**config.mk**
```make
export PLATFORM = sky130hd
export DESIGN_NAME = fifo4
export DESIGN_NICKNAME = d
export VERILOG_FILES = /design/src/rtl/fifo4_pkg.sv /design/src/rtl/fifo4_lane.sv /design/src/rtl/fifo4_fill_fsm.sv /design/src/rtl/fifo4.sv
export SDC_FILE = /design/constraint.sdc
export NUM_CORES = 1
export LEC_CHECK = 0
export BUFFER_PORTS_ARGS = -buffer_cell sky130_fd_sc_hd__buf_2
export CAP_MARGIN = 20
export CORE_ASPECT_RATIO = 0.5
export CORE_MARGIN = 3
export CORE_UTILIZATION = 40
export DETAILED_ROUTE_END_ITERATION = 10
export GPL_ROUTABILITY_DRIVEN = 0
export SLEW_MARGIN = 20
export SYNTH_ARGS = -nofsm -noshare
export SYNTH_HDL_FRONTEND = slang
export SYNTH_SLANG_ARGS = --single-unit
export TNS_END_PERCENT = 10
```
**constraint.sdc**
```tcl
create_clock -name clk -period 5.3 [get_ports clk]
set_clock_uncertainty 0.05 [all_clocks]
set_input_delay 1.06 -clock clk [delete_from_list [all_inputs] [get_ports clk]]
set_output_delay 1.06 -clock clk [all_outputs]
set_load 0.03 [all_outputs]
```
**src/rtl/fifo4_pkg.sv**
```systemverilog
package fifo4_pkg;
    typedef enum logic [1:0] {
        FILL_EMPTY,
        FILL_PART,
        FILL_HALF,
        FILL_FULL
    } fill_e;

    localparam int STAT_W    = 6;
    localparam int BIT_FULL  = 0;
    localparam int BIT_HALF  = 1;
    localparam int BIT_EMPTY = 2;
    localparam int BIT_AV32  = 3;
    localparam int BIT_AV8   = 4;
    localparam int BIT_ILL   = 5;
endpackage

```
**src/rtl/fifo4_lane.sv**
```systemverilog
module fifo4_lane #(
    parameter int DEPTH = 16,
    parameter int W     = 8,
    localparam int CW   = $clog2(DEPTH + 1),
    localparam int PW   = $clog2(DEPTH)
) (
    input  logic          clk,
    input  logic          rst_n,
    input  logic          push,
    input  logic [W-1:0]  din,
    input  logic          pop,
    output logic [W-1:0]  dout,
    output logic [CW-1:0] count
);
    logic [W-1:0]  mem [DEPTH];
    logic [PW-1:0] wp, rp;

    always_ff @(posedge clk) begin
        if (push) mem[wp] <= din;
    end

    always_ff @(posedge clk) begin
        if (!rst_n) begin
            wp    <= '0;
            rp    <= '0;
            count <= '0;
        end else begin
            if (push) wp <= (wp == PW'(DEPTH - 1)) ? '0 : wp + 1'b1;
            if (pop)  rp <= (rp == PW'(DEPTH - 1)) ? '0 : rp + 1'b1;
            unique case ({push, pop})
                2'b10:   count <= count + 1'b1;
                2'b01:   count <= count - 1'b1;
                default: count <= count;
            endcase
        end
    end

    assign dout = mem[rp];
endmodule

```
**src/rtl/fifo4_fill_fsm.sv**
```systemverilog
module fifo4_fill_fsm
    import fifo4_pkg::*;
(
    input  logic  clk,
    input  logic  rst_n,
    input  logic  any_full_n,
    input  logic  any_half_n,
    input  logic  all_empty_n,
    output logic  full,
    output logic  half,
    output logic  empty
);
    fill_e state, state_n;

    always_comb begin
        if (any_full_n)       state_n = FILL_FULL;
        else if (any_half_n)  state_n = FILL_HALF;
        else if (all_empty_n) state_n = FILL_EMPTY;
        else                  state_n = FILL_PART;
    end

    always_ff @(posedge clk) begin
        if (!rst_n) state <= FILL_EMPTY;
        else        state <= state_n;
    end

    always_comb begin
        full  = 1'b0;
        half  = 1'b0;
        empty = 1'b0;
        unique case (state)
            FILL_EMPTY: empty = 1'b1;
            FILL_PART:  ;
            FILL_HALF:  half = 1'b1;
            FILL_FULL: begin
                full = 1'b1;
                half = 1'b1;
            end
            default:    ;
        endcase
    end
endmodule

```
**src/rtl/fifo4.sv**
```systemverilog
module fifo4
    import fifo4_pkg::*;
#(
    parameter int LANES = 4,
    parameter int DEPTH = 16,
    parameter int W     = 8,
    localparam int CW   = $clog2(DEPTH + 1),
    localparam int HALF = DEPTH / 2,
    localparam int WW   = LANES * W
) (
    input  logic              clk,
    input  logic              rst_n,
    input  logic              wr_word_i,
    input  logic [WW-1:0]     wr_word_data_i,
    input  logic              wr_byte_i,
    input  logic [W-1:0]      wr_byte_data_i,
    input  logic              rd_word_i,
    input  logic              rd_byte_i,
    output logic [WW-1:0]     rd_word_data_o,
    output logic [W-1:0]      rd_byte_data_o,
    input  logic [STAT_W-1:0] clr_i,
    output logic [STAT_W-1:0] stat_o
);
    logic [LANES-1:0][CW-1:0] cnt;
    logic [LANES-1:0][CW-1:0] cnt_n;
    logic [LANES-1:0][W-1:0]  head;
    logic [LANES-1:0][W-1:0]  din;
    logic [LANES-1:0]         push_v, pop_v;
    logic [LANES*CW-1:0]      cnt_flat;

    logic any_full, all_avail;
    logic wacc_w, wacc_b, racc_w, racc_b, ill_evt;
    logic any_full_n, any_half_n, all_empty_n;
    logic lvl_full, lvl_half, lvl_empty;
    logic [STAT_W-1:0] cond;

    always_comb begin
        any_full  = 1'b0;
        all_avail = 1'b1;
        for (int i = 0; i < LANES; i++) begin
            if (cnt[i] == CW'(DEPTH)) any_full  = 1'b1;
            if (cnt[i] == '0)         all_avail = 1'b0;
        end
    end

    assign wacc_w  = wr_word_i && !any_full;
    assign wacc_b  = wr_byte_i && !wr_word_i && (cnt[0] != CW'(DEPTH));
    assign racc_w  = rd_word_i && all_avail;
    assign racc_b  = rd_byte_i && !rd_word_i && (cnt[0] != '0);
    assign ill_evt = (wr_word_i && !wacc_w) || (wr_byte_i && !wacc_b) ||
                     (rd_word_i && !racc_w) || (rd_byte_i && !racc_b);

    always_comb begin
        for (int i = 0; i < LANES; i++) begin
            push_v[i] = wacc_w || ((i == 0) && wacc_b);
            pop_v[i]  = racc_w || ((i == 0) && racc_b);
            din[i]    = wacc_w ? wr_word_data_i[i*W +: W] : wr_byte_data_i;
            cnt_n[i]  = cnt[i] + CW'(push_v[i]) - CW'(pop_v[i]);
        end
    end

    always_comb begin
        any_full_n  = 1'b0;
        any_half_n  = 1'b0;
        all_empty_n = 1'b1;
        for (int i = 0; i < LANES; i++) begin
            if (cnt_n[i] == CW'(DEPTH)) any_full_n  = 1'b1;
            if (cnt_n[i] >= CW'(HALF))  any_half_n  = 1'b1;
            if (cnt_n[i] != '0)         all_empty_n = 1'b0;
        end
    end

    for (genvar g = 0; g < LANES; g++) begin : g_lane
        fifo4_lane #(.DEPTH(DEPTH), .W(W)) u_lane (
            .clk   (clk),
            .rst_n (rst_n),
            .push  (push_v[g]),
            .din   (din[g]),
            .pop   (pop_v[g]),
            .dout  (head[g]),
            .count (cnt[g])
        );
        assign cnt_flat[g*CW +: CW] = cnt[g];
    end

    fifo4_fill_fsm u_fsm (
        .clk         (clk),
        .rst_n       (rst_n),
        .any_full_n  (any_full_n),
        .any_half_n  (any_half_n),
        .all_empty_n (all_empty_n),
        .full        (lvl_full),
        .half        (lvl_half),
        .empty       (lvl_empty)
    );

    always_comb begin
        cond            = '0;
        cond[BIT_FULL]  = lvl_full;
        cond[BIT_HALF]  = lvl_half;
        cond[BIT_EMPTY] = lvl_empty;
        cond[BIT_AV32]  = all_avail;
        cond[BIT_AV8]   = (cnt[0] != '0);
        cond[BIT_ILL]   = ill_evt;
    end

    always_ff @(posedge clk) begin
        if (!rst_n) begin
            stat_o <= '0;
        end else begin
            stat_o[BIT_AV8:0] <= (stat_o[BIT_AV8:0] | cond[BIT_AV8:0]) & ~clr_i[BIT_AV8:0];
            stat_o[BIT_ILL]   <= (stat_o[BIT_ILL] & ~clr_i[BIT_ILL]) | cond[BIT_ILL];
        end
    end

    assign rd_word_data_o = head;
    assign rd_byte_data_o = head[0];
endmodule

```
==> results.md, run 1 <==
- Status: completed
- Die Ht: 180 µm
- Crit end category: flip-flop
- Most frequent cell after synthesis: edfxtp_1
- Crit path DAT: 4.92 ns
- Min cycle time layout: 4.50 ns
- Crit-path max cell delay: 0.66 ns
- Final Setup Violations: 0
- Die area: 0.0637 mm²
- Area delta synth->final: 12.9%
- Max Cap Viol: 0
- Layout cell share with drive strength beyond 1: 24.3%
- DIE WIDTH: 354 µm
- Warnings from Yosys: 0
- Clock Sinks: 588
- Buf+Inv Stages, Crit Path: 3
- Worst-path clk slew: 0.07 ns
- Later-pin clock latency in the skew report: 0.58 ns
- CP max stage cell: ha_1
- R2R depth: 15
- Initial Util: 40.7%
- Ys async rst share: 0%
- Hold slack: 0.421 ns
- WS Path Type: flip-flop to flip-flop
- Main area contributors after synthesis: edfxtp_1 (64%), mux4_2 (15%), dfxtp_1 (6.3%), ha_1 (2.9%), nand2_1 (2.1%)
- Port-buffer cells: 97
- Final period util: 84.9%
- Number of global-route vias before repair: 13000
- CTS Buf Count: 53
- Min setup slack post-route: 0.802 ns
- Routed WL: 52.5 mm
- Diode count: 0
- Vias: 12400
- # rows: 63
- Post-synth top area share: 63.5%
- Synth top cells by count: edfxtp_1 (512), mux4_2 (160), nand2_1 (133)
- CTS resizes: 0
- Hold Crit Depth: 2
- Post-Place Worst Slack: 0.774 ns
- CTS tree: yes
- Leak: 0.00897 µW
- Max Slew Vio Count: 0
- IO Pins: 98
- Synthesized Nets: 1480
- Post-synthesis cell type count: 49
- Residual DRC: 0
- Pin count of the biggest net entering global routing: 60
- ANT nets after route: 0
- Delay-heaviest family, CP: adder cells
- Cell type with the highest aggregate area in the netlist: edfxtp_1
- Hpwl dp: 35.3 mm
- Crit start category: flip-flop
- Layout net count: 1582
- VDD IR max: 284 µV
- Root buf cell: clkbuf_16
- CP Cell Sequence: inv_1 -> ha_1 -> nor4b_2 -> nor4_4 -> nand2_4 -> inv_2 -> ha_1 -> inv_1 -> ha_1 -> fa_1 -> xor2_1 -> nor3_1 -> and3_1 -> a41oi_1 -> a22o_1
- All-layer global routing usage: 16.4%
- Synthesized instance count: 1364
- Flops & latches, synth: 588
- Hold Path Class: flip-flop to flip-flop
- Router iterations before antenna repair: 5
- Initial antenna violation count: 0
- Synthesized area per cell: 17.7 µm²
- # H-tree levels: 2
- Mapped cell area: 0.0242 mm²
- Postcts setup bufs: 0
- Critical path's most frequent cell: ha_1
- RSZ-0062 raised after global routing: false
- Most used DFF post-synth: edfxtp_1
- Critical Path RT: 5.72 ns
- Clock tree buffer depth: 3
- Power per cell area: 405 mW/mm²
- Core region area: 0.0595 mm²
- Iter 0 DRT Violations: 1012
- Seq/Total Area, Yosys: 69.8%
- Hold Buf Count CTS: 0
- Setup TNS: 0 ns
- Vias/cell: 5.36
- GRT overflow: 0
- Max Freq: 222 MHz
- CP Max Fanout: 13
- Worst Max-Slew Pin Slew: 1.02 ns
- Final Hold Fails: 0
- Levels on crit path: 15
- First-pass GRT wire length: 80.4 mm
- Post-DR wirelength/cell: 22.6 µm
- Slew HR: 31.9%
- Number of flops mapped to enable cells by yosys: 512
cells by family after synthesis:
kind of cell / after synthesis / share of synthesized area, %
buf+inv: 114 / 2.01
fa+ha+maj: 64 / 3.56
compound gates: 101 / 2.46
xor+xnor: 40 / 1.45
simple gates: 296 / 5.79
mux: 161 / 14.9
flops: 588 / 69.8
layer usage:
layer | up-vias | track usage, % | wire length (µm)
met5 | - | 0 | 0
met4 | 0 | 3.99 | 1110
met3 | 69 | 2.40 | 2120
met2 | 265 | 27.7 | 26400
met1 | 6584 | 22.7 | 22900
li1 | 5531 | - | -
registers in the layout, summed over array words and instances, names as in the netlist, named ones only:
name	flops
u_fsm.state	2
g_lane.u_lane.rp	16
stat_o	6
g_lane.u_lane.count	20
g_lane.u_lane.wp	16
g_lane.u_lane.mem	512
where the power goes:
| group | switching, µW | internal, µW | total [µW] |
|---|---|---|---|
| clock | 1650 | 2250 | 3900 |
| combinational | 1060 | 680 | 1740 |
| sequential | 143 | 5300 | 5440 |
| total | 2850 | 8230 | 11100 |
layout make-up:
class	instances	area (µm²)
fill	5026	32200
sequential	588	16900
multi-input combinational	662	6840
clock buffer	74	1490
tap	812	1020
timing repair buffer	115	633
clock inverter	25	278
inverter	46	173
placed cells by master (no fill, tap or decap), types with 5 or more instances in the layout:
master / synthesis / final
nand2_1: 133 / 133
clkbuf_16: 0 / 56
edfxtp_1: 512 / 512
and4_1: 6 / 6
clkinv_1: 0 / 7
a21o_1: 9 / 9
xor2_1: 15 / 15
buf_2: 17 / 97
o21ai_1: 5 / 5
nand3_1: 5 / 5
ha_1: 56 / 56
clkinv_2: 0 / 7
fa_1: 8 / 8
a311oi_1: 6 / 6
buf_4: 8 / 17
clkbuf_1: 32 / 16
nor2_1: 67 / 67
inv_1: 43 / 42
dfxtp_1: 76 / 72
bufinv_16: 0 / 6
nor3_1: 25 / 22
mux4_2: 160 / 160
xnor2_1: 25 / 25
a21oi_1: 59 / 59
a211oi_1: 5 / 5
and2_1: 16 / 16
and3_1: 14 / 14
o21ai_0: 6 / 6
worst register-to-register path, delay by kind of cell (launching register included):
kind            cells  cell delay [ns]
simple gates        5             1.29
compound gates      2             0.34
fa+ha+maj           4             1.58
buf+inv             3             0.60
flops               1             0.35
xor+xnor            1             0.17
worst paths after layout:
kind                                           from                        end  slack, ns
min                            stat_o[4]$_SDFF_PN0_       stat_o[4]$_SDFF_PN0_       0.42
max          g_lane[0].u_lane.count[3]$_SDFFE_PN0N_  u_fsm.state[0]$_SDFF_PN0_       0.80
max reg2reg  g_lane[0].u_lane.count[3]$_SDFFE_PN0N_  u_fsm.state[0]$_SDFF_PN0_       0.80
min reg2reg                    stat_o[4]$_SDFF_PN0_       stat_o[4]$_SDFF_PN0_       0.42
per-stage QoR:
step / instance area [µm²] / power, µW / util (%) / cells
2_1_floorplan: 24200 / 6770 / - / 1364
3_3_place_gp: 25500 / 7220 / 42.9 / 2222
3_5_place_dp: 25500 / 7290 / 42.9 / 2222
4_1_cts: 27300 / 11200 / 45.9 / 2321
5_1_grt: 27300 / 11500 / 45.9 / 2322
6_report: 27300 / 11100 / 45.9 / 2322
(Power assumes the default switching activity.)
==> run 2, diff against run 1 <==
--- a/config.mk
+++ b/config.mk
@@ -5,6 +5,7 @@
 export SDC_FILE = /design/constraint.sdc
 export NUM_CORES = 1
 export LEC_CHECK = 0
+export ABC_AREA = 1
 export BUFFER_PORTS_ARGS = -buffer_cell sky130_fd_sc_hd__buf_2
 export CAP_MARGIN = 20
 export CORE_ASPECT_RATIO = 0.5
==> constraint.sdc (replaced) <==
create_clock -name clk -period 3.62 [get_ports clk]
set_clock_uncertainty 0.05 [all_clocks]
set_input_delay 0.724 -clock clk [delete_from_list [all_inputs] [get_ports clk]]
set_output_delay 0.724 -clock clk [all_outputs]
set_load 0.03 [all_outputs]
==> run 2 against run 1 <==
Compared with the run above:
- non-clock buffer count increased by 82
- highest routed layer unchanged
- critical path type is now flip-flop to primary output
- largest power group unchanged
- hold slack got worse by 0.17 ns
- final cell count increased by 34%
==> results.md, run 2 <==
- CTS Buf Count: 53
- Synth top cells by count: edfxtp_1 (512), nand2_1 (216), inv_1 (213)
- GRT overflow: 0
- Seq/Total Area, Yosys: 66.0%
- Max Slew Vio Count: 0
- Root buf cell: clkbuf_16
- Post-synth top area share: 60.1%
- Worst-path clk slew: 0.06 ns
- Fill count: 5468
- Regs by FF count: g_lane.u_lane.mem x512, g_lane.u_lane.count x20
- Warnings from Yosys: 0
- Top reg by flops: g_lane.u_lane.mem
- IO Pins: 98
- CP Max Fanout: 26
- Post-synthesis cell type count: 39
- Final period util: 93.3%
- Number of global-route vias before repair: 15500
- Later-pin clock latency in the skew report: 0.58 ns
- Clock Sinks: 588
- Final Setup Violations: 0
- Initial antenna violation count: 3
- Hold Buf Count CTS: 0
- Number of flops mapped to enable cells by yosys: 512
- Worst Max-Slew Pin Slew: 0.990 ns
- # H-tree levels: 2
- Cell type with the highest aggregate area in the netlist: edfxtp_1
- Crit path DAT: 2.60 ns
- Layout cell share with drive strength beyond 1: 14.1%
- First-pass GRT wire length: 90.5 mm
- Vias/cell: 5.16
- Crit start category: flip-flop
- Max Freq: 296 MHz
- Post-DR wirelength/cell: 19.0 µm
- Power per cell area: 763 mW/mm²
- Mapped cell area: 0.0256 mm²
- Pin count of the biggest net entering global routing: 62
- Main area contributors after synthesis: edfxtp_1 (60%), dfxtp_1 (5.9%), mux2i_1 (5.0%), o211ai_1 (3.8%), o21ai_0 (3.7%)
- Hpwl dp: 38.1 mm
- Diode count: 0
- Flops & latches, synth: 588
- Iter 0 DRT Violations: 1264
- Worst hold start: clr_i[3]
- Commonest non-fill, non-tap cell in the layout: edfxtp_1
- ANT nets after route: 0
- WS Path Type: flip-flop to primary output
- RSZ-0062 raised after global routing: false
- Routed WL: 59.2 mm
- DIE WIDTH: 364 µm
- Most frequent cells in the layout: edfxtp_1 (512), nand2_1 (216), inv_1 (213), o21ai_0 (191), a21oi_1 (180)
- Status: completed
- Residual DRC: 0
- Reg2Reg Launch Point: g_lane[2].u_lane.count[3]$_SDFFE_PN0N_
- Most frequent cell after synthesis: edfxtp_1
- Port-buffer cells: 97
- Hold Path Class: input pin to flip-flop
- Router iterations before antenna repair: 6
- Die Ht: 185 µm
- Core region area: 0.0622 mm²
- Max Cap Viol: 0
- Min cycle time layout: 3.38 ns
- Synthesized instance count: 2106
- Crit end category: primary output
- Layout net count: 2361
- CTS tree: yes
- Critical Path RT: 2.85 ns
- Register area: 0.0169 mm²
- Most used DFF post-synth: edfxtp_1
- Hold slack: 0.251 ns
- All-layer global routing usage: 17.4%
- Slew HR: 33.9%
- Largest register FFs: 512
- Initial Util: 41.1%
- Clock tree buffer depth: 3
- Setup TNS: 0 ns
- Synthesized area per cell: 12.2 µm²
- Vias: 16100
- # rows: 64
- Area of the multi-input gates: 0.00726 mm²
- Leak: 0.0106 µW
- Final Hold Fails: 0
- Ys async rst share: 0%
- Die area: 0.0672 mm²
- VDD IR max: 452 µV
- Synthesized Nets: 2222
- Area delta synth->final: 14.6%
-- run 2: cell types whose count changed in the layout (fill, tap and decap cells not counted), moves of 121 or more --
cell / previous run / this run
mux2i_1: 1 / 128
inv_1: 42 / 213
o21ai_0: 6 / 191
a21oi_1: 59 / 180
mux4_2: 160 / 0
o211ai_1: 0 / 128
-- run 2: kinds of logic (layout without fill, tap and decap cells) --
family                     count (synthesis)  after routing  synth area share (%)
and+or+nand+nor                          450            450                  7.76
muxes                                    128            128                  5.01
DFF                                      588            588                  66.0
buffers and inverters                    336            519                  5.64
xor gates and xnor gates                  20             20                 0.684
adders and majority gates                 64             64                  3.36
AOI/OAI and AO/OA                        520            520                  11.5
-- run 2: worst max-delay path: stages (launching register included) --
cell,delay [ns]
dfxtp_1,0.31
inv_1,0.71
o21ai_0,0.39
o211ai_1,0.33
nand2_1,0.10
buf_2,0.19
-- run 2: power by group --
part	switching (µW)	leakage, µW	internal (µW)	total (µW)
registers	492	0.00527	8210	8700
clock network	2480	0.000976	3850	6330
logic	4870	0.00431	2460	7330
total	7840	0.0106	14500	22400
-- run 2: stage by stage --
stage | area [µm²] | power, µW | setup WS, ns | cells | utilization [%]
floorplan | 25600 | 14000 | 0.296 | 2106 | -
global placement | 27300 | 16100 | 0.114 | 3012 | 43.9
detailed placement | 27300 | 16200 | 0.0999 | 3012 | 43.9
CTS | 29300 | 22500 | 0.0723 | 3111 | 47.1
global route | 29300 | 23700 | 0.00269 | 3114 | 47.1
finish | 29300 | 22400 | 0.241 | 3114 | 47.1
-- run 2: path summary, 6_finish.rpt --
path / endpoint / cells after the start / slack [ns]
max: rd_word_data_o[21] / 5 / 0.24
min: stat_o[3]$_SDFF_PN0_ / 2 / 0.25
max reg2reg: u_fsm.state[0]$_SDFF_PN0_ / 18 / 0.30
min reg2reg: g_lane[2].u_lane.count[0]$_SDFFE_PN0N_ / 1 / 0.42
-- run 2: final cells by class --
cell class | count | share of cell area [%]
Timing Repair Buffer | 197 | 4.39
Tap cell | 825 | 3.52
Clock buffer | 70 | 5.13
Clock inverter | 29 | 1.63
Sequential cell | 588 | 57.7
Inverter | 223 | 2.87
Multi-Input combinational cell | 1182 | 24.8
-- run 2: metal layers --
metal,vias to the layer above,routed length [µm],global-route usage [%]
li1,7826,-,-
met1,7787,27800,24.9
met2,371,27100,27.8
met3,96,2960,2.64
met4,0,1450,4.73
met5,-,0,0
-- run 2: what timing repair did --
| item | CTS | global route |
|---|---|---|
| resized for setup | 0 | 3 |
| buffers inserted | 0 | 3 |
| setup endpoints to repair | 0 | 2 |
==> run 3, diff against run 2 <==
--- a/config.mk
+++ b/config.mk
@@ -5,7 +5,6 @@
 export SDC_FILE = /design/constraint.sdc
 export NUM_CORES = 1
 export LEC_CHECK = 0
-export ABC_AREA = 1
 export BUFFER_PORTS_ARGS = -buffer_cell sky130_fd_sc_hd__buf_2
 export CAP_MARGIN = 20
 export CORE_ASPECT_RATIO = 0.5
==> run 3 against run 2 <==
Compared with the run above:
- flip-flop and latch count unchanged
- wire length fell by 11%
- critical path depth is 1 lower
- power decreased by 27%
- non-clock buffer count decreased by 24
- clock power fell by 12%
- hold slack better by 0.0014 ns
- fmax is 2.5% lower
- final cell count fell by 24%
- via count decreased by 21%
- sequential share of layout area increased by 3.0 points
- sequential power is 9.1% lower
- largest power group unchanged
==> results.md, run 3 (synthesis gave the netlist of run 1 again) <==
- Slew HR: 52.1%
- Largest register FFs: 512
- Die Ht: 180 µm
- Initial antenna violation count: 0
- Power per cell area: 584 mW/mm²
- Layout net count: 1640
- R2R depth: 16
- # H-tree levels: 2
- ANT nets after route: 0
- Port-buffer cells: 97
- Area of the multi-input gates: 0.00690 mm²
- Overall power: 16200 µW
- Vias: 12700
- Commonest non-fill, non-tap cell in the layout: edfxtp_1
- Worst-path clk slew: 0.06 ns
- Hold Path Class: input pin to flip-flop
- IO Pins: 98
- Hold Crit Depth: 2
- Router iterations before antenna repair: 7
- Design Area, Final: 0.0278 mm²
- Register area: 0.0169 mm²
- Max Slew Vio Count: 0
- Hpwl dp: 34.4 mm
- Root buf cell: clkbuf_16
- Routed WL: 52.7 mm
- Final Setup Violations: 0
- Diode count: 0
- Later-pin clock latency in the skew report: 0.58 ns
- Worst hold start: clr_i[0]
- CP Max Fanout: 26
- Final Hold Fails: 0
- Top reg by flops: g_lane.u_lane.mem
- GRT overflow: 0
- Worst hold endpoint: stat_o[0]$_SDFF_PN0_
- Clock tree buffer depth: 3
- Vias/cell: 5.32
- Max Cap Viol: 0
- Hold Buf Count CTS: 0
- Number of global-route vias before repair: 13000
- Residual DRC: 0
- Layout cell share with drive strength beyond 1: 28.3%
- Leak: 0.00928 µW
- All-layer global routing usage: 16.4%
- VDD IR max: 394 µV
- Layout Utilization: 46.8%
- CTS Buf Count: 53
- Setup TNS: 0 ns
- DIE WIDTH: 354 µm
- Worst Max-Slew Pin Slew: 0.716 ns
- Status: completed
- Reg2Reg Launch Point: g_lane[2].u_lane.count[2]$_SDFFE_PN0N_
- Most frequent cells in the layout: edfxtp_1 (512), mux4_2 (160), nand2_1 (133), buf_2 (98), buf_4 (71)
- Dpl cell area: 0.0260 mm²
- Die area: 0.0637 mm²
- Final period util: 95.8%
- Regs by FF count: g_lane.u_lane.mem x512, g_lane.u_lane.count x20
- Min cycle time layout: 3.47 ns
- Iter 0 DRT Violations: 1144
- Post-DR wirelength/cell: 22.1 µm
- Core region area: 0.0595 mm²
- Reg2reg end: u_fsm.state[0]$_SDFF_PN0_
- Crit start category: flip-flop
- First-pass GRT wire length: 80.0 mm
- Max Freq: 288 MHz
- Clock Sinks: 588
- # rows: 63
- Area delta synth->final: 15.0%
- Initial Util: 40.7%
- CTS tree: yes
- Critical Path RT: 2.85 ns
- R2R Setup Slk: 0.19 ns
- WS Path Type: flip-flop to primary output
- Crit end category: primary output
- Crit path DAT: 2.69 ns
- Fill count: 4998
- Pin count of the biggest net entering global routing: 46
run 3: cell types whose count changed in the layout (fill, tap and decap cells not counted), moves of 38 or more:
cell and delta:
mux4_2 +160, inv_1 -172, nand3_1 -84, o211ai_1 -128
nand2_1 -83, mux2i_1 -127, nor2_1 -38, o21ai_0 -185
a21oi_1 -122
run 3: how the worst max path moves through the flow:
stage	startpoint	end	slack [ns]	cells past startpoint
after floorplan	g_lane[1].u_lane.count[2]$_SDFFE_PN0N_	u_fsm.state[0]$_SDFF_PN0_	0.06	16
after global placement	g_lane[0].u_lane.count[2]$_SDFFE_PN0N_	u_fsm.state[0]$_SDFF_PN0_	0.08	16
after detailed placement	g_lane[0].u_lane.count[2]$_SDFFE_PN0N_	u_fsm.state[0]$_SDFF_PN0_	-0.06	16
after CTS	g_lane[2].u_lane.count[2]$_SDFFE_PN0N_	u_fsm.state[0]$_SDFF_PN0_	-0.007	16
after global routing	g_lane[2].u_lane.count[2]$_SDFFE_PN0N_	u_fsm.state[0]$_SDFF_PN0_	-0.03	16
final	flip-flop	rd_word_data_o[0]	0.15	4
run 3: routing by layer:
metal,GRT usage (%),share of wire [%]
met5,0,0
met4,4.57,2.7
met3,2.47,4.4
met2,27.2,50
met1,22.8,43
run 3: layout make-up:
cell class,instances,share of cell area [%]
flip-flops and latches,588,60.7
clock inverters,20,0.467
repair buffers,173,3.96
clock buffers,79,5.79
well taps,812,3.65
inverters,46,0.634
multi-input cells,662,24.8
run 3: power breakdown:
group          leakage (µW)  switching (µW)  internal, µW
registers           0.00527             156          7750
logic               0.00316            1630          1130
clock network      0.000858            2430          3150
run 3: critical path: stages, from the launching register on:
cell     delay, ns
dfxtp_2       0.50
buf_12        0.27
mux4_2        0.61
mux4_2        0.51
buf_2         0.20
run 3: through the flow:
stage          std cells  hold WS (ns)  setup WS, ns
6_report            2380         0.252         0.154
2_1_floorplan       1364         0.422        0.0625
5_1_grt             2380         0.227       -0.0263
3_3_place_gp        2271         0.409        0.0799
3_5_place_dp        2271         0.402       -0.0573
4_1_cts             2370         0.214      -0.00656
run 3: what timing repair did:
item                                    4_1_cts  5_1_grt
buffers inserted                              0       10
pin swaps                                     1        7
endpoints found under the setup margin        2        6
gates resized for setup                       1       14
